**config.mk**
```make
export PLATFORM = sky130hd
export DESIGN_NAME = fpm_dram_ctrl
export DESIGN_NICKNAME = d
export VERILOG_FILES = /design/src/rtl/fpm_dram_pkg.sv /design/src/rtl/dram_gap_timer.sv /design/src/rtl/dram_ras_watch.sv /design/src/rtl/dram_page_tag.sv /design/src/rtl/fpm_dram_ctrl.sv
export SDC_FILE = /design/constraint.sdc
export NUM_CORES = 1
export LEC_CHECK = 0
export BUFFER_PORTS_ARGS = -buffer_cell sky130_fd_sc_hd__buf_2
export CAP_MARGIN = 15
export CORE_UTILIZATION = 50
export CTS_BUF_LIST = sky130_fd_sc_hd__clkbuf_4 sky130_fd_sc_hd__clkbuf_8
export CTS_CLUSTER_DIAMETER = 200
export DETAILED_ROUTE_END_ITERATION = 16
export PLACE_DENSITY_LB_ADDON = 0.08
export RECOVER_POWER = 50
export SYNTH_ARGS = -nofsm -noshare
export SYNTH_HDL_FRONTEND = slang
export SYNTH_HIERARCHICAL = 1
export SYNTH_SLANG_ARGS = --single-unit
```
**constraint.sdc**
```tcl
create_clock -name clk -period 7.08 [get_ports clk]
set_input_delay 0 -clock clk [delete_from_list [all_inputs] [get_ports clk]]
set_output_delay 0 -clock clk [all_outputs]
set_load 0.005 [all_outputs]
```
**src/rtl/fpm_dram_pkg.sv**
```systemverilog
package fpm_dram_pkg;

   typedef enum logic [3:0] {
      ST_IDLE,   // no row open, precharge satisfied
      ST_PRE,    // row strobe high, counting precharge
      ST_RSET,   // row address on pins, strobe still high
      ST_RCD,    // row strobe low, waiting before column
      ST_CSET,   // column address, write strobe and data set up
      ST_COL,    // column strobe low
      ST_CP,     // column strobe high, column held
      ST_OPEN,   // row open, waiting for the next request
      ST_REF     // bus granted to refresh logic
   } fpm_state_e;

   function automatic int unsigned max_of4(int unsigned a, int unsigned b,
                                           int unsigned c, int unsigned d);
      int unsigned m;
      m = a;
      if (b > m) m = b;
      if (c > m) m = c;
      if (d > m) m = d;
      return m;
   endfunction

endpackage

```
**src/rtl/dram_gap_timer.sv**
```systemverilog
module dram_gap_timer #(
   parameter int CW = 2,
   parameter logic [CW-1:0] RST_VAL = '0
) (
   input  logic          clk,
   input  logic          rst_n,
   input  logic          load,
   input  logic [CW-1:0] load_val,
   output logic          zero
);
   logic [CW-1:0] cnt_q;

   always_ff @(posedge clk) begin
      if (!rst_n)          cnt_q <= RST_VAL;
      else if (load)       cnt_q <= load_val;
      else if (cnt_q != 0) cnt_q <= cnt_q - 1'b1;
   end

   assign zero = (cnt_q == '0);

   // a gap is only restarted after the previous one ran out
   assert_no_reload_R10: assert property (@(posedge clk) disable iff (!rst_n)
      load |-> zero);
endmodule

```
**src/rtl/dram_ras_watch.sv**
```systemverilog
module dram_ras_watch #(
   parameter int LIMIT  = 10000,
   parameter int MARGIN = 6
) (
   input  logic clk,
   input  logic rst_n,
   input  logic ras_low,
   output logic near_cap
);
   localparam int WW = $clog2(LIMIT + 1);
   localparam logic [WW-1:0] LIM_V = WW'(LIMIT);
   localparam logic [WW-1:0] THR_V = WW'(LIMIT - MARGIN);

   logic [WW-1:0] low_q;  // completed low cycles before this one

   always_ff @(posedge clk) begin
      if (!rst_n || !ras_low) low_q <= '0;
      else if (low_q != LIM_V) low_q <= low_q + 1'b1;
   end

   assign near_cap = (low_q > THR_V);

   assert_ras_cap_R9: assert property (@(posedge clk) disable iff (!rst_n)
      ras_low |-> (low_q < LIM_V));
endmodule

```
**src/rtl/dram_page_tag.sv**
```systemverilog
module dram_page_tag #(
   parameter int RW = 8
) (
   input  logic          clk,
   input  logic          rst_n,
   input  logic          open_evt,
   input  logic          close_evt,
   input  logic [RW-1:0] row_in,
   input  logic [RW-1:0] probe_row,
   output logic          hit
);
   logic          vld_q;
   logic [RW-1:0] row_q;

   always_ff @(posedge clk) begin
      if (!rst_n) begin
         vld_q <= 1'b0;
         row_q <= '0;
      end else if (close_evt) begin
         vld_q <= 1'b0;
      end else if (open_evt) begin
         vld_q <= 1'b1;
         row_q <= row_in;
      end
   end

   assign hit = vld_q && (row_q == probe_row);

   // a row is only opened after the previous one was closed
   assert_single_open_R5: assert property (@(posedge clk) disable iff (!rst_n)
      open_evt |-> !vld_q);
   assert_evt_excl_R5: assert property (@(posedge clk) disable iff (!rst_n)
      !(open_evt && close_evt));
endmodule

```
**src/rtl/fpm_dram_ctrl.sv**
```systemverilog
module fpm_dram_ctrl
   import fpm_dram_pkg::*;
#(
   parameter int ROW_W       = 8,
   parameter int COL_W       = 8,
   parameter int DATA_W      = 16,
   parameter int RP_CYC      = 3,
   parameter int RCD_CYC     = 2,
   parameter int CAS_CYC     = 2,
   parameter int CP_CYC      = 1,
   parameter int RAS_MAX_CYC = 10000
) (
   input  logic                     clk,
   input  logic                     rst_n,
   input  logic                     req_valid,
   output logic                     req_ready,
   input  logic                     req_write,
   input  logic [ROW_W+COL_W-1:0]   req_addr,
   input  logic [DATA_W-1:0]        req_wdata,
   input  logic [DATA_W/8-1:0]      req_be,
   output logic                     rsp_valid,
   output logic [DATA_W-1:0]        rsp_rdata,
   input  logic                     ref_req,
   output logic                     ref_gnt,
   output logic                     dram_ras_n,
   output logic [DATA_W/8-1:0]      dram_cas_n,
   output logic                     dram_we_n,
   output logic                     dram_oe_n,
   output logic [ROW_W-1:0]         dram_addr,
   output logic [DATA_W-1:0]        dram_dq_out,
   output logic                     dram_dq_oe,
   input  logic [DATA_W-1:0]        dram_dq_in
);
   localparam int LANES  = DATA_W / 8;
   localparam int TMAX   = int'(max_of4(RP_CYC, RCD_CYC, CAS_CYC, CP_CYC));
   localparam int CW     = $clog2(TMAX + 1);
   localparam int MARGIN = CAS_CYC + CP_CYC + 3;
   localparam logic [CW-1:0] LD_RP  = CW'(RP_CYC - 1);
   localparam logic [CW-1:0] LD_RCD = CW'(RCD_CYC - 1);
   localparam logic [CW-1:0] LD_CAS = CW'(CAS_CYC - 1);
   localparam logic [CW-1:0] LD_CP  = CW'(CP_CYC - 1);

   // elaboration-time parameter checks
   if (ROW_W != COL_W) begin : g_bad_pins
      $error("row and column widths must match the shared pins");
   end
   if (DATA_W % 8 != 0) begin : g_bad_width
      $error("data width must be whole bytes");
   end
   if (RP_CYC < 1 || RCD_CYC < 1 || CAS_CYC < 1 || CP_CYC < 1) begin : g_bad_gap
      $error("every gap must be at least one cycle");
   end
   if (RAS_MAX_CYC < RCD_CYC + CAS_CYC + CP_CYC + 4 || RAS_MAX_CYC <= MARGIN) begin : g_bad_cap
      $error("row strobe cap too short for one access");
   end

   fpm_state_e st_q, st_nx;
   logic             pend_q;
   logic             cur_we_q;
   logic [ROW_W-1:0] cur_row_q;
   logic [COL_W-1:0] cur_col_q;
   logic [DATA_W-1:0] cur_wd_q;
   logic [LANES-1:0] cur_be_q;
   logic             rsp_v_q;
   logic [DATA_W-1:0] rsp_d_q;

   logic          tmr_load, tmr_zero, near_cap, row_hit, accept;
   logic [CW-1:0] tmr_val;
   logic [DATA_W-1:0] lane_mask;
   logic          ras_low, cas_act;

   dram_gap_timer #(.CW(CW), .RST_VAL(LD_RP)) u_timer (
      .clk(clk), .rst_n(rst_n), .load(tmr_load), .load_val(tmr_val), .zero(tmr_zero));

   dram_ras_watch #(.LIMIT(RAS_MAX_CYC), .MARGIN(MARGIN)) u_watch (
      .clk(clk), .rst_n(rst_n), .ras_low(ras_low), .near_cap(near_cap));

   dram_page_tag #(.RW(ROW_W)) u_tag (
      .clk(clk), .rst_n(rst_n),
      .open_evt(st_q == ST_RSET),
      .close_evt(st_nx == ST_PRE && st_q != ST_PRE),
      .row_in(cur_row_q),
      .probe_row(req_addr[ROW_W+COL_W-1:COL_W]),
      .hit(row_hit));

   assign req_ready = !ref_req &&
                      ((st_q == ST_IDLE) || (st_q == ST_OPEN && !near_cap));
   assign accept    = req_valid && req_ready;

   always_comb begin
      st_nx    = st_q;
      tmr_load = 1'b0;
      tmr_val  = '0;
      unique case (st_q)
         ST_IDLE: if (ref_req) st_nx = ST_REF;
                  else if (req_valid) st_nx = ST_RSET;
         ST_REF:  if (!ref_req) begin
                     st_nx = ST_PRE; tmr_load = 1'b1; tmr_val = LD_RP;
                  end
         ST_PRE:  if (tmr_zero) st_nx = pend_q ? ST_RSET : ST_IDLE;
         ST_RSET: begin st_nx = ST_RCD; tmr_load = 1'b1; tmr_val = LD_RCD; end
         ST_RCD:  if (tmr_zero) st_nx = ST_CSET;
         ST_CSET: begin st_nx = ST_COL; tmr_load = 1'b1; tmr_val = LD_CAS; end
         ST_COL:  if (tmr_zero) begin
                     st_nx = ST_CP; tmr_load = 1'b1; tmr_val = LD_CP;
                  end
         ST_CP:   if (tmr_zero) st_nx = ST_OPEN;
         ST_OPEN: if (ref_req || near_cap || (req_valid && !row_hit)) begin
                     st_nx = ST_PRE; tmr_load = 1'b1; tmr_val = LD_RP;
                  end else if (req_valid) begin
                     st_nx = ST_CSET;
                  end
         default: st_nx = ST_PRE;
      endcase
   end

   always_ff @(posedge clk) begin
      if (!rst_n) begin
         st_q      <= ST_PRE;
         pend_q    <= 1'b0;
         cur_we_q  <= 1'b0;
         cur_row_q <= '0;
         cur_col_q <= '0;
         cur_wd_q  <= '0;
         cur_be_q  <= '0;
         rsp_v_q   <= 1'b0;
         rsp_d_q   <= '0;
      end else begin
         st_q <= st_nx;
         if (accept) begin
            cur_we_q  <= req_write;
            cur_row_q <= req_addr[ROW_W+COL_W-1:COL_W];
            cur_col_q <= req_addr[COL_W-1:0];
            cur_wd_q  <= req_wdata;
            cur_be_q  <= req_be;
         end
         if (accept && st_q == ST_OPEN && !row_hit) pend_q <= 1'b1;
         else if (st_q == ST_RSET)                 pend_q <= 1'b0;
         rsp_v_q <= (st_q == ST_COL) && tmr_zero && !cur_we_q;
         if ((st_q == ST_COL) && tmr_zero && !cur_we_q)
            rsp_d_q <= dram_dq_in & lane_mask;
      end
   end

   // one column strobe and one read mask slice per byte lane
   for (genvar i = 0; i < LANES; i++) begin : g_lane
      assign dram_cas_n[i]        = !((st_q == ST_COL) && cur_be_q[i]);
      assign lane_mask[i*8 +: 8]  = {8{cur_be_q[i]}};
   end

   assign ras_low     = (st_q == ST_RCD) || (st_q == ST_CSET) || (st_q == ST_COL) ||
                        (st_q == ST_CP)  || (st_q == ST_OPEN);
   assign dram_ras_n  = !ras_low;
   assign dram_dq_oe  = cur_we_q && ((st_q == ST_CSET) || (st_q == ST_COL));
   assign dram_we_n   = !dram_dq_oe;
   assign dram_oe_n   = !(!cur_we_q && st_q == ST_COL);
   assign dram_addr   = ((st_q == ST_CSET) || (st_q == ST_COL) || (st_q == ST_CP)) ?
                        cur_col_q : cur_row_q;
   assign dram_dq_out = cur_wd_q;
   assign ref_gnt     = (st_q == ST_REF);
   assign rsp_valid   = rsp_v_q;
   assign rsp_rdata   = rsp_d_q;
   assign cas_act     = !(&dram_cas_n);

   assert_cas_in_row_R6: assert property (@(posedge clk) disable iff (!rst_n)
      cas_act |-> !dram_ras_n);
   assert_early_we_R4: assert property (@(posedge clk) disable iff (!rst_n)
      ($rose(cas_act) && !dram_we_n) |-> $past(!dram_we_n));
   assert_wdata_driven_R4: assert property (@(posedge clk) disable iff (!rst_n)
      (cas_act && !dram_we_n) |-> dram_dq_oe);
   assert_oe_we_excl_R4: assert property (@(posedge clk) disable iff (!rst_n)
      !dram_oe_n |-> dram_we_n);
   assert_gnt_quiet_R8: assert property (@(posedge clk) disable iff (!rst_n)
      ref_gnt |-> (dram_ras_n && !cas_act && !req_ready));
   assert_rsp_pulse_R7: assert property (@(posedge clk) disable iff (!rst_n)
      rsp_valid |=> !rsp_valid);
endmodule

```
Word level (Yosys, flattened, before mapping)
Cells that the tools add are included.
W data, S select, Z words.
{ "word_totals": {"register_bits": 82, "in_bits": 55, "elab_cells": 96} }
{ "classes": {"add_sub_neg": 2, "magnitude_cmp": 1, "eq_ne": 12, "muxes": 23, "bitwise_logic": 3, "reduce_logical": 42} }
{ "ops": {"columns": ["op", "count"], "rows": [
  ["$mux W4", 9],
  ["$pmux W4 S9", 1],
  ["$and A16 B16 Y16", 1],
  ["$eq A4 B3 Y1 const B", 4],
  ["$add A14 B1 Y14 const B", 1],
  ["$gt A14 B14 Y1 const B", 1],
  ["$logic_and A1 B1 Y1", 14],
  ["$ne A14 B14 Y1 const B", 1],
  ["$logic_not A1 Y1", 10],
  ["$logic_or A1 B1 Y1", 10],
  ["$mux W2", 5],
  ["$eq A4 B1 Y1 const B", 2],
  ["$eq A4 B2 Y1 const B", 2],
  ["$eq A8 B8 Y1", 1],
  ["$mux W8", 1],
  ["$pmux W2 S3", 1],
  ["$reduce_bool A2 Y1", 3],
  ["$mux W1", 5],
  ["$eq A4 B4 Y1 const B", 1],
  ["$logic_not A4 Y1", 1],
  ["$ne A4 B1 Y1 const B", 1],
  ["$pmux W1 S4", 1],
  ["$reduce_or A2 Y1", 2],
  ["$logic_not A2 Y1", 1],
  ["3 further kinds", 4]
]} }

Logic depth before layout (Yosys ltp)
Gate-level depths: netlist of the first run.
{ "logic_depth": {"word_depth": 11, "ltp_mapped": 13, "mapped_depth_nobuf": 12} }

Hierarchy
Netlist of the first run, hierarchy kept.
{ "by_module_without_submodules": {"columns": ["mod", "n_inst", "cells_each", "area_per_inst_um2"], "rows": [
  ["fpm_dram_ctrl", 1, 275, 2422.3],
  ["dram_ras_watch", 1, 84, 752.0],
  ["dram_page_tag", 1, 41, 436.7],
  ["dram_gap_timer", 1, 13, 120.1]
]} }

Worst setup path before layout of the first run
No wires, ideal clock.
{ "synth_timing": {"kind": "reg2reg", "from": "register u_watch.low_q[11]", "to": "register u_tag.row_q[0]", "setup_time_ps": 116, "arrival_time_ps": 2631, "t_required_ps": 6964, "path_slack_ps": 4333, "path_stages_with_launch": 13, "period_less_slack_ps": 2747, "path_cell_list": "dfxtp_1 -> or2_1 -> or4_1 -> buf_6 -> o311a_1 -> nor2_1 -> a21boi_0 -> a2111oi_2 -> a2111oi_2 -> nor2b_4 -> buf_6 -> mux2i_1 -> nor2b_1"} }
{ "synth_via": {"elab_chain_cells": 9} }
{ "synth_lines": {"columns": ["element", "line", "source"], "rows": [
  ["from (decl)", "dram_ras_watch.sv:14", "logic [WW-1:0] low_q;"],
  ["from (signal assigned)", "dram_ras_watch.sv:18", "else if (low_q != LIM_V) low_q <= low_q + 1'b1;"],
  ["$gt A14 B14 Y1", "dram_ras_watch.sv:21", "assign near_cap = (low_q > THR_V);"],
  ["named net near_cap", "fpm_dram_ctrl.sv:67", "logic tmr_load, tmr_zero, near_cap, row_hit, accept;"],
  ["$logic_or A1 B1 Y1 (2 in series)", "fpm_dram_ctrl.sv:108", "ST_OPEN: if (ref_req || near_cap || (req_valid && !row_hit)) begin"],
  ["$mux W4", "fpm_dram_ctrl.sv:108", null],
  ["$pmux W4 S9", "fpm_dram_ctrl.sv:94", "unique case (st_q)"],
  ["$eq A4 B1 Y1", "fpm_dram_ctrl.sv:81", ".close_evt(st_nx == ST_PRE && st_q != ST_PRE),"],
  ["$logic_and A1 B1 Y1", "fpm_dram_ctrl.sv:81", null],
  ["$not A1 Y1 (no line)", null, null],
  ["$reduce_and A2 Y1 (no line)", null, null],
  ["to (signal assigned)", "dram_page_tag.sv:23", "row_q <= row_in;"],
  ["to (decl)", "dram_page_tag.sv:13", "logic [RW-1:0] row_q;"]
]} }
The timed path passes the listed nets, and every way through them passes these cells.
A chain may end at the register's enable or synchronous reset.

Worst setup path in the final report of the first run
Ends and elaborated chain as after synthesis.

==> results of run 1 <==
[flip-flops by register name, indices dropped and copies added, names as in the netlist, 2 cells and up]
| name | count |
|---|---|
| u_tag/row_q | 8 |
| cur_be_q | 2 |
| u_timer/cnt_q | 2 |
| cur_row_q | 8 |
| dram_dq_out | 16 |
| st_q | 4 |
| cur_col_q | 8 |
| u_watch/low_q | 14 |
| rsp_rdata | 16 |
[what timing repair did]
| action | in CTS | in global routing |
|---|---|---|
| hold endpoints to repair | 52 | 0 |
| endpoints found under the setup margin | 0 | 0 |
| hold buffers | 52 | 0 |
[how the worst max path moves through the flow]
stage,start,end,cells after the start
final,u_watch/low_q[11]$_SDFFE_PP0P_,u_tag/row_q[0]$_SDFFE_PN0P_,10
after global routing,u_watch/low_q[11]$_SDFFE_PP0P_,u_tag/row_q[3]$_SDFFE_PN0P_,10
after CTS,u_watch/low_q[11]$_SDFFE_PP0P_,u_tag/row_q[0]$_SDFFE_PN0P_,10
after detailed placement,u_watch/low_q[11]$_SDFFE_PP0P_,u_tag/row_q[0]$_SDFFE_PN0P_,10
after global placement,u_watch/low_q[11]$_SDFFE_PP0P_,u_tag/row_q[1]$_SDFFE_PN0P_,10
after floorplan,u_watch/low_q[11]$_SDFFE_PP0P_,u_tag/row_q[0]$_SDFFE_PN0P_,12
[cell type report]
cell class              instances  share of cell area (%)
flip-flops and latches         82                    33.4
inverters                      11                   0.839
well taps                      99                    2.52
clock buffers                   9                    2.52
clock inverters                 7                    2.52
multi-input cells             293                    37.6
repair buffers                157                    20.6
[through the flow]
step	hold slack, ns	setup slack (ns)	instances
finish	0.0256	4.02	658
global route	0.0867	3.75	658
CTS	0.0160	3.94	658
detailed placement	0.213	3.95	590
global placement	0.210	4.08	590
floorplan	0.0734	4.33	413
[cell families (layout without fill, tap and decap cells)]
family / count (synthesis) / count (layout) / synth area share (%)
compound gates: 81 / 81 / 15.7
simple gates: 173 / 173 / 24.3
xor+xnor: 19 / 19 / 4.46
mux: 16 / 16 / 4.56
buf+inv: 38 / 184 / 5.67
fa+ha+maj: 4 / 4 / 1.34
flops: 82 / 82 / 44.0
[synth_stat cells (2+ instances only)]
library cell	instances	area, um2
and4b_1	2	20.0
o21ai_0	31	155
nor4_1	2	12.5
a2111oi_2	2	30.0
nand2_1	49	184
clkbuf_2	4	20.0
buf_6	7	78.8
a21oi_1	3	15.0
nor2b_1	11	68.8
ha_1	4	50.1
xnor2_1	13	114
or4_1	2	15.0
nand4_1	4	25.0
nor2_1	20	75.1
nand2b_1	8	50.1
a22o_1	16	140
dfxtp_1	82	1640
o21a_1	3	22.5
or2_2	2	12.5
nor3_1	8	40.0
nand3_1	42	210
mux2i_1	8	80.1
o22ai_1	2	12.5
clkbuf_1	9	33.8
and2b_1	2	15.0
and2_1	7	43.8
nand3b_1	2	15.0
xor2_1	6	52.6
inv_1	11	41.3
buf_2	6	30.0
mux2_2	8	90.1
o21ai_1	7	35.0
[placed cells by master, fill, tap and decap left out, types with 2 or more instances in the layout]
cell / n
dfxtp_1: 82
buf_2: 72
dlygate4sd3_1: 52
nand2_1: 49
nand3_1: 42
o21ai_0: 33
clkbuf_1: 30
nor2_1: 20
a22o_1: 16
xnor2_1: 13
inv_1: 11
nor2b_1: 11
clkbuf_8: 9
nor3_1: 8
nand2b_1: 8
mux2_2: 8
mux2i_1: 8
and2_1: 7
o21ai_1: 6
xor2_1: 6
nand4_1: 4
ha_1: 4
a21oi_1: 3
o21a_1: 3
bufinv_16: 3
or4_1: 3
and4b_1: 2
or2_2: 2
nand3b_1: 2
o22ai_1: 2
a2111oi_2: 2
inv_6: 2
buf_4: 2
and2b_1: 2
nor4_1: 2
[report_power, final]
part / leakage, nW / switching (mW) / internal, mW / total (mW)
Sequential: 0.662 / 0.0219 / 0.480 / 0.502
Clock: 0.126 / 0.178 / 0.239 / 0.417
Combinational: 1.12 / 0.0777 / 0.0795 / 0.157
Total: 1.90 / 0.278 / 0.798 / 1.08
[metal layers]
| metal | routed length (um) | vias up |
|---|---|---|
| met5 | 0 | - |
| met4 | 138 | 0 |
| met3 | 407 | 14 |
| met2 | 4350 | 87 |
| met1 | 4020 | 1570 |
| li1 | - | 1733 |
[critical path, stage by stage (launching register included)]
cell,delay [ns]
dfxtp_1,0.34
or2_1,0.23
or4_1,0.51
o311a_1,0.41
nor2_1,0.14
a21boi_0,0.14
a2111oi_2,0.46
a2111oi_2,0.13
nor2b_4,0.30
mux2i_1,0.23
nor2b_1,0.06
==> metrics.md, run 1 <==
| Metric | Value |
|---|---|
| Status | completed |
| Final total power | 1.08 mW |
| Register area | ~0.0016 mm2 |
| Vias per inst | 5.17 |
| Synth Cell Area | 0.00373 mm2 |
| Worst-path clk slew | approximately 0.080 ns |
| Hold Path Cell Cnt | 3 |
| Unrepaired setup endpoints after global routing | no |
| Via count | 3404 |
| Hold WC Path Type | primary input to flip-flop |
| Met3 Use GR | 4.29% |
| Synthesis warning total | 6 |
| Chip Height | 88.4 um |
| Final hold viol count | 0 |
| DR DRC count | 0 |
| Fin area | 0.00492 mm2 |
| Final Util | 68.2% |
| N_diodes | 0 |
| I/O pins | between 100 and 150 |
| H-tree level count | 3 |
| Max Fanout on Critical Path | 8 |
| Post-Route WL | 8.92 mm |
| Number of synthesized flops with an enable pin | 0 |
| Mapped Nets | 472 |
| Worst slew margin | a little over two fifths |
| Drt initial violations | about 120 |
| Vias in the first global route | 3075 |
| Syn Area/Cell | roughly 9 um2 |
| Final worst path period share | 43.2% |
| Max Freq | approximately 0.33 GHz |
| Hold path start | req_valid |
| Die ar. | 0.00781 mm2 |
| Startpoint Class | flip-flop |
| Core area | approximately 0.007 mm2 |
| Placer Congestion | 0.800 |
| Unique masters post-synth | 62 |
| Nets | between 600 and 700 |
| Filler Cell Count | 622 |
| GRT Util Overall | 23.3% |
| Reg2Reg Launch Point | u_watch/low_q[11]$_SDFFE_PP0P_ |
| CTS Buf Count | 9 |
| Layout area overhead | 31.8% |
| Cell count after synthesis | about 410 |
| Initial antenna violation count | 0 |
| CTS tree | done |
| Clock latency on the worst-skew pair | 0.35 ns |
| FF+latch count, synth | 82 |
| Setup Viol. Count Final | 0 |
| Fin. max-slew vios | 0 |
| Avg WL per Cell | 13.6 um |
| Share of post-route cells with drive strength above 1 | between 10% and 20% |
| CTS root buffer | clkbuf_8 |
| Setup TNS | 0 ns |
| Footprint of the multi-input gates | 0.00185 mm2 |
| Drt first pass iters | 4 |
| Die width | 88.4 um |
| Postcts setup bufs | 0 |
| CP Capture Type | flip-flop |
| Worst slew pin tran | ~0.85 ns |
| Final worst clock skew | 0.0110 ns |
| First-pass GRT wire length | 14.3 mm |
| Crit path time final | around 3.1 ns |
| Rows | 31 |
| Post-cts resize count | 0 |
| Grt ovf | 0 |
| Cell area power density | 219 mW/mm2 |
| Antenna viol nets, final | 0 |
| Seq/Total Area, Yosys | 44.0% |
| Number of max-cap violations | 0 |
| Hold Path Sink | pend_q$_SDFFE_PN0P_ |
| Setup CP Type | flip-flop to flip-flop |
| Worst Path Required | roughly 7.3 ns |
| Met1 Resource Use GR | a little under a third |
| Met2 Usage GRT | a little under two fifths |
| Gr busiest metal | met2 |
| Prevailing post-synth register cell | dfxtp_1 |
| Clk sink count | 82 |
| Leak pwr | 1.90 nW |
| R2r setup slk | ~4.0 ns |
| FFs w/ async S/R, synth | 0% |
| Clk buf depth | 2 |
| Reg-to-Reg End | u_tag/row_q[0]$_SDFFE_PN0P_ |
| Largest net degree at the start of global routing | 92 |
| Placed inst area | 0.00422 mm2 |
| Initial Utilization | 51.7% |
| Reg2Reg Depth | 10 |
| Critical Path AT | 3.30 ns |
| DP HPWL | about 5.5 mm |
| VDD IR max | about 140 uV |
| IO Port Bufs | 103 |
(Power assumes the default switching activity.)
==> run 2, diff against run 1 <==
--- a/config.mk
+++ b/config.mk
@@ -5,6 +5,7 @@
 export SDC_FILE = /design/constraint.sdc
 export NUM_CORES = 1
 export LEC_CHECK = 0
+export ABC_AREA = 1
 export BUFFER_PORTS_ARGS = -buffer_cell sky130_fd_sc_hd__buf_2
 export CAP_MARGIN = 15
 export CORE_UTILIZATION = 50
==> constraint.sdc (replaced) <==
create_clock -name clk -period 2.5 [get_ports clk]
set_input_delay 0 -clock clk [delete_from_list [all_inputs] [get_ports clk]]
set_output_delay 0 -clock clk [all_outputs]
set_load 0.005 [all_outputs]
==> metrics.md, run 2 <==
| Metric | Value |
|---|---|
| Status | finished with violations |
| Failing checks | capacitance limit, slew limit |
| Worst Path Required | 2.75 ns |
| Synth area leaders | dfxtp_1, nand2_1, nand3_2 |
| N_diodes | 0 |
| Setup Viol. Count Final | 0 |
| Final worst clock skew | 0.00848 ns |
| Drt initial violations | 160 |
| Synthesis warning total | 6 |
| Via count | 4108 |
| Commonest non-fill, non-tap cell in the layout | nand2_1 |
| Cell area power density | 620 mW/mm2 |
| First-pass GRT wire length | 16.9 mm |
| Filler Cell Count | 742 |
| FF+latch count, synth | 82 |
| IO Port Bufs | around 100 |
| Unrepaired setup endpoints after global routing | no |
| Rows | 33 |
| Initial Utilization | 51.4% |
| Sw frac | 30.4% |
| Clock share of power | 32.9% |
| Non-Filler Instances | 824 |
| Worst slew pin tran | 1.74 ns |
| Final worst path period share | 89.6% |
| Core area | 0.00818 mm2 |
| Nets | 774 |
| Grt ovf | 0 |
| Hold WC Path Type | primary input to flip-flop |
| Drt first pass iters | 5 |
| Final hold viol count | 0 |
| Syn Area/Cell | 7.43 um2 |
| Worst-path clk slew | 0.08 ns |
| Worst path cell trace | nand2_1 -> inv_2 -> nor2_2 -> inv_2 -> o21ai_0 -> nor2_1 -> nand2_1 -> nor2_2 -> nor2_4 -> inv_4 -> o21ai_0 -> a21oi_1 |
| GRT Util Overall | between 20% and 30% |
| Clock latency on the worst-skew pair | 0.36 ns |
| VDD IR max | 330 uV |
| Reg power frac | 43.4% |
| Most common cell in the synthesized netlist | nand2_1 |
| DP HPWL | ~6.7 mm |
| Register area | 0.00164 mm2 |
| Prevailing post-synth register cell | dfxtp_1 |
| Slowest CP cell | nor2_2 |
| Final Util | 66.3% |
| Vias per inst | 4.99 |
| Cell count after placement | around 760 |
| Cell count after synthesis | 566 |
| Footprint of the multi-input gates | roughly 0.0022 mm2 |
| Placed inst area | 0.00470 mm2 |
| Area leader, netlist | dfxtp_1 |
| Share of post-route cells with drive strength above 1 | 25.7% |
| Sw Pwr | a little over 1 mW |
| Fin area | 0.00542 mm2 |
| Synth top cells by count | nand2_1, dfxtp_1, nor2_1, inv_1, nand3_1 |
| Max Freq | 0.447 GHz |
| DR DRC count | 0 |
| CTS tree | done |
| Crit path time final | 2.24 ns |
| Startpoint Class | flip-flop |
| Number of synthesized flops with an enable pin | 0 |
| Worst slew margin | -16.2% |
| Post-Route WL | ~10 mm |
| Vias in the first global route | 3806 |
| Area fraction of the dominant cell type after synthesis | 39.0% |
| Max Fanout on Critical Path | 13 |
| Chip Height | 93.7 um |
| Number of max-cap violations | 1 |
| CP peak stage delay | about 0.42 ns |
| Clk sink count | 82 |
| Avg WL per Cell | 12.4 um |
| Seq/Total Area, Yosys | 39.0% |
| Initial antenna violation count | 0 |
| Placer Congestion | 0.816 |
| Fin. max-slew vios | 40 |
| Hold slack | ~0.11 ns |
| CTS root buffer | clkbuf_8 |
| Synth Cell Area | 0.00420 mm2 |
| H-tree level count | 3 |
| Mapped Nets | 625 |
| Critical Path AT | approximately 2.5 ns |
| Die ar. | 0.00878 mm2 |
| Comb power frac | 23.7% |
| FFs w/ async S/R, synth | 0% |
| Die width | 93.7 um |
| Setup CP Type | flip-flop to flip-flop |
| CTS Buf Count | 9 |
| Clk buf depth | 2 |
| Setup TNS | 0 ns |
| Antenna viol nets, final | 0 |
| Largest net degree at the start of global routing | 40 |
| Leak pwr | 2.21 nW |
| I/O pins | 104 |
| P_int | 2.34 mW |
| CP Capture Type | flip-flop |
| Unique masters post-synth | 34 |
| Commonest non-fill, non-tap cells in the layout | nand2_1, buf_2, dfxtp_1 |
| Layout area overhead | 29.0% |
-- run 2: kinds of logic (layout without fill, tap and decap cells) --
group                    count (synthesis)  in the layout  share of synthesized area (%)
flip-flops                              82             82                           39.0
adder cells (fa/ha/maj)                  4              4                           1.19
buffers and inverters                   77            230                           9.29
AO/OA/AOI/OAI                           95             95                           14.2
XOR/XNOR                                 2              2                          0.417
AND/OR/NAND/NOR                        306            306                           35.9
-- run 2: power groups by stage --
stage / sequential, mW / combinational [mW] / clock, mW
2_1_floorplan: 1.48 / 0.577 / 0
3_3_place_gp: 1.49 / 0.708 / 0
3_5_place_dp: 1.50 / 0.720 / 0
4_1_cts: 1.47 / 0.784 / 1.13
5_1_grt: 1.48 / 0.895 / 1.17
6_report: 1.46 / 0.797 / 1.11
-- run 2: metal layers --
metal  GRT usage (%)  part of all wire [%]  vias up
met1            29.7                    46     1900
met3            3.48                   3.3       11
li1                -                     -     2122
met4            8.85                   1.1        0
met5               0                     0        -
met2            42.5                    50       75
-- run 2: through the flow --
step | total power [mW] | setup WS, ns
final | 3.36 | 0.261
after global routing | 3.54 | 0.0433
after CTS | 3.38 | 0.113
after detailed placement | 2.22 | 0.144
after global placement | 2.20 | 0.285
after floorplan | 2.06 | 0.423
-- run 2: final cells by class --
cell class,count,area share (%)
Multi-Input combinational cell,407,39.9
Clock buffer,13,3.07
Tap cell,105,2.42
Timing Repair Buffer,160,19.4
Inverter,55,3.85
Clock inverter,2,1.11
Sequential cell,82,30.3
-- run 2: critical path, delay by kind of cell (launching register included) --
family          cells  cell delay, ns
simple gates        6            1.00
buf+inv             3            0.39
flops               1            0.36
compound gates      3            0.36
-- run 2: what timing repair did --
action,in CTS,in global routing
hold buffers,52,0
resized for setup,0,8
setup buffers,0,1
hold endpoints to repair,52,0
endpoints found under the setup margin,0,28
-- run 2: final timing paths --
| kind | startpoint | to | slack (ns) | cells past startpoint |
|---|---|---|---|---|
| max | st_q[0]$_SDFF_PN1_ | u_tag/row_q[7]$_SDFFE_PN0P_ | 0.26 | 12 |
| min | rst_n | st_q[0]$_SDFF_PN1_ | 0.11 | 2 |
| max reg2reg | st_q[0]$_SDFF_PN1_ | u_tag/row_q[7]$_SDFFE_PN0P_ | 0.26 | 12 |
| min reg2reg | cur_col_q[6]$_SDFFE_PN0N_ | cur_col_q[6]$_SDFFE_PN0N_ | 0.47 | 2 |
==> run 3, diff against run 2 <==
--- a/config.mk
+++ b/config.mk
@@ -8,6 +8,7 @@
 export ABC_AREA = 1
 export BUFFER_PORTS_ARGS = -buffer_cell sky130_fd_sc_hd__buf_2
 export CAP_MARGIN = 15
+export CORE_MARGIN = 5
 export CORE_UTILIZATION = 50
 export CTS_BUF_LIST = sky130_fd_sc_hd__clkbuf_4 sky130_fd_sc_hd__clkbuf_8
 export CTS_CLUSTER_DIAMETER = 200
==> metrics.md, run 3 (same netlist as run 2, synthesis figures left out) <==
| Metric | Value |
|---|---|
| Via count | 4172 |
| Clock latency on the worst-skew pair | 0.35 ns |
| VDD IR max | 330 uV |
| Max Freq | 0.431 GHz |
| CTS root buffer | clkbuf_8 |
| Nets | 773 |
| Share of post-route cells with drive strength above 1 | 25.6% |
| Initial Utilization | about half |
| Commonest non-fill, non-tap cells in the layout | nand2_1, buf_2, dfxtp_1 |
| Worst slew margin | -18.8% |
| Worst slew pin tran | 1.78 ns |
| Post-Route WL | 11.0 mm |
| First-pass GRT wire length | 18.1 mm |
| IO Port Bufs | 103 |
| Grt ovf | 0 |
| Largest net degree at the start of global routing | 40 |
| Filler Cell Count | 778 |
| Die ar. | 0.0103 mm2 |
| Hold Path Sink | st_q[0]$_SDFF_PN1_ |
| Final hold viol count | 0 |
| Number of max-cap violations | 1 |
| I/O pins | 104 |
| Crit path time final | 2.32 ns |
| CP Capture Type | flip-flop |
| R2r setup slk | 0.18 ns |
| CTS tree | done |
| P_int | 2.22 mW |
| Drt first pass iters | 4 |
| DP HPWL | 7.29 mm |
| CTS Buf Count | 9 |
| Hold path start | rst_n |
| Leak pwr | 2.18 nW |
| Unrepaired setup endpoints after global routing | no |
| Setup CP Type | flip-flop to flip-flop |
| Commonest non-fill, non-tap cell in the layout | nand2_1 |
| Layout area overhead | 28.1% |
| Comb power frac | a little under a quarter |
| Setup Viol. Count Final | 0 |
| Die width | 102 um |
| Vias in the first global route | 4018 |
| Sw Pwr | between 1 and 1.5 mW |
| Hold WC Path Type | primary input to flip-flop |
| Final worst path period share | 92.9% |
| Clk buf depth | 2 |
| Reg2Reg Launch Point | st_q[0]$_SDFF_PN1_ |
| Fin. max-slew vios | 40 |
| Clock share of power | 31.3% |
| Max Fanout on Critical Path | 13 |
| Cell area power density | 606 mW/mm2 |
| Rows | 33 |
| Vias per inst | about 5.1 |
| Clk sink count | 82 |
| Core area | around 0.0082 mm2 |
| Critical Path AT | 2.56 ns |
| Sw frac | between 30 and 40% |
| Reg power frac | 44.7% |
| Fin area | roughly 0.0054 mm2 |
| N_diodes | 0 |
| Antenna viol nets, final | 0 |
| Initial antenna violation count | 0 |
| Hold Path Cell Cnt | 2 |
| Worst Path Required | 2.73 ns |
| H-tree level count | 3 |
| DR DRC count | 0 |
| Startpoint Class | flip-flop |
| Postcts setup bufs | 0 |
| Final worst clock skew | 0.0116 ns |
| Reg-to-Reg End | u_tag/row_q[7]$_SDFFE_PN0P_ |
| Drt initial violations | about 120 |
| Chip Height | 102 um |
| Placer Congestion | 0.910 |
| Setup TNS | 0 ns |
| Placed inst area | 0.00470 mm2 |
| Avg WL per Cell | 13.3 um |
| Reg2Reg Depth | 12 |
| GRT Util Overall | a little over a fifth |
| Status | finished with violations |
| Failing checks | capacitance limit, slew limit |
| Worst-path clk slew | 0.08 ns |
[run 3: cell count changes in the layout (fill, tap and decap cells not counted), moves of 2 or more]
cell        delta
buf_1          -3
clkbuf_1       +2
clkbuf_4       -2
clkinvlp_4     +3
[run 3: worst max path at each step]
stage                             endpoint  slack (ns)                           from
6_report       u_tag/row_q[7]$_SDFFE_PN0P_        0.18             st_q[0]$_SDFF_PN1_
5_1_grt        u_tag/row_q[7]$_SDFFE_PN0P_        0.02  u_watch/low_q[0]$_SDFFE_PP0P_
4_1_cts        u_tag/row_q[7]$_SDFFE_PN0P_        0.11  u_watch/low_q[0]$_SDFFE_PP0P_
3_5_place_dp   u_tag/row_q[2]$_SDFFE_PN0P_        0.17  u_watch/low_q[0]$_SDFFE_PP0P_
3_3_place_gp   u_tag/row_q[2]$_SDFFE_PN0P_        0.27  u_watch/low_q[0]$_SDFFE_PP0P_
2_1_floorplan  u_tag/row_q[6]$_SDFFE_PN0P_        0.42  u_watch/low_q[0]$_SDFFE_PP0P_
[run 3: per-stage QoR]
step	setup slack, ns	total power [mW]	util (%)	hold slack (ns)	instances
after detailed placement	0.173	2.22	57.2	0.262	756
after floorplan	0.423	2.06	-	0.111	566
after CTS	0.115	3.31	66.1	0.143	824
after global placement	0.268	2.20	57.2	0.257	756
final	0.177	3.26	65.6	0.126	824
after global routing	0.0159	3.46	65.6	0.165	824
[run 3: power by group through the flow]
stage / Clock, mW / Sequential, mW / Combinational [mW]
finish: 1.02 / 1.46 / 0.781
detailed placement: 0 / 1.50 / 0.729
global route: 1.11 / 1.47 / 0.879
global placement: 0 / 1.49 / 0.711
CTS: 1.05 / 1.47 / 0.793
floorplan: 0 / 1.48 / 0.577
[run 3: worst max-delay path: stages (launching register included)]
cell     delay, ns
dfxtp_1       0.37
nand2_1       0.24
inv_2         0.09
nor2_2        0.41
inv_2         0.21
o21ai_0       0.15
nor2_1        0.08
nand2_1       0.07
nor2_1        0.06
nor2_2        0.18
inv_4         0.11
o21ai_0       0.19
a21oi_1       0.06
[run 3: layout make-up]
class | instances | area (um2) | area share [%]
clock buffer | 11 | 151 | 2.81
clock inverter | 5 | 61.3 | 1.14
inverter | 55 | 209 | 3.88
multi-input combinational | 407 | 2150 | 39.9
sequential | 82 | 1640 | 30.5
tap | 105 | 131 | 2.44
timing repair buffer | 159 | 1040 | 19.3
[run 3: timing repair]
item,in CTS,in global routing
endpoints found under the setup margin,0,9
hold buffers,52,0
endpoints found under the hold margin,52,0
resized for setup,0,4
[run 3: routing by layer]
metal | track usage, % | routed length [um]
met1 | 25.2 | 4640
met2 | 38.5 | 5560
met3 | 3.65 | 468
met4 | 9.71 | 296
met5 | 0 | 0
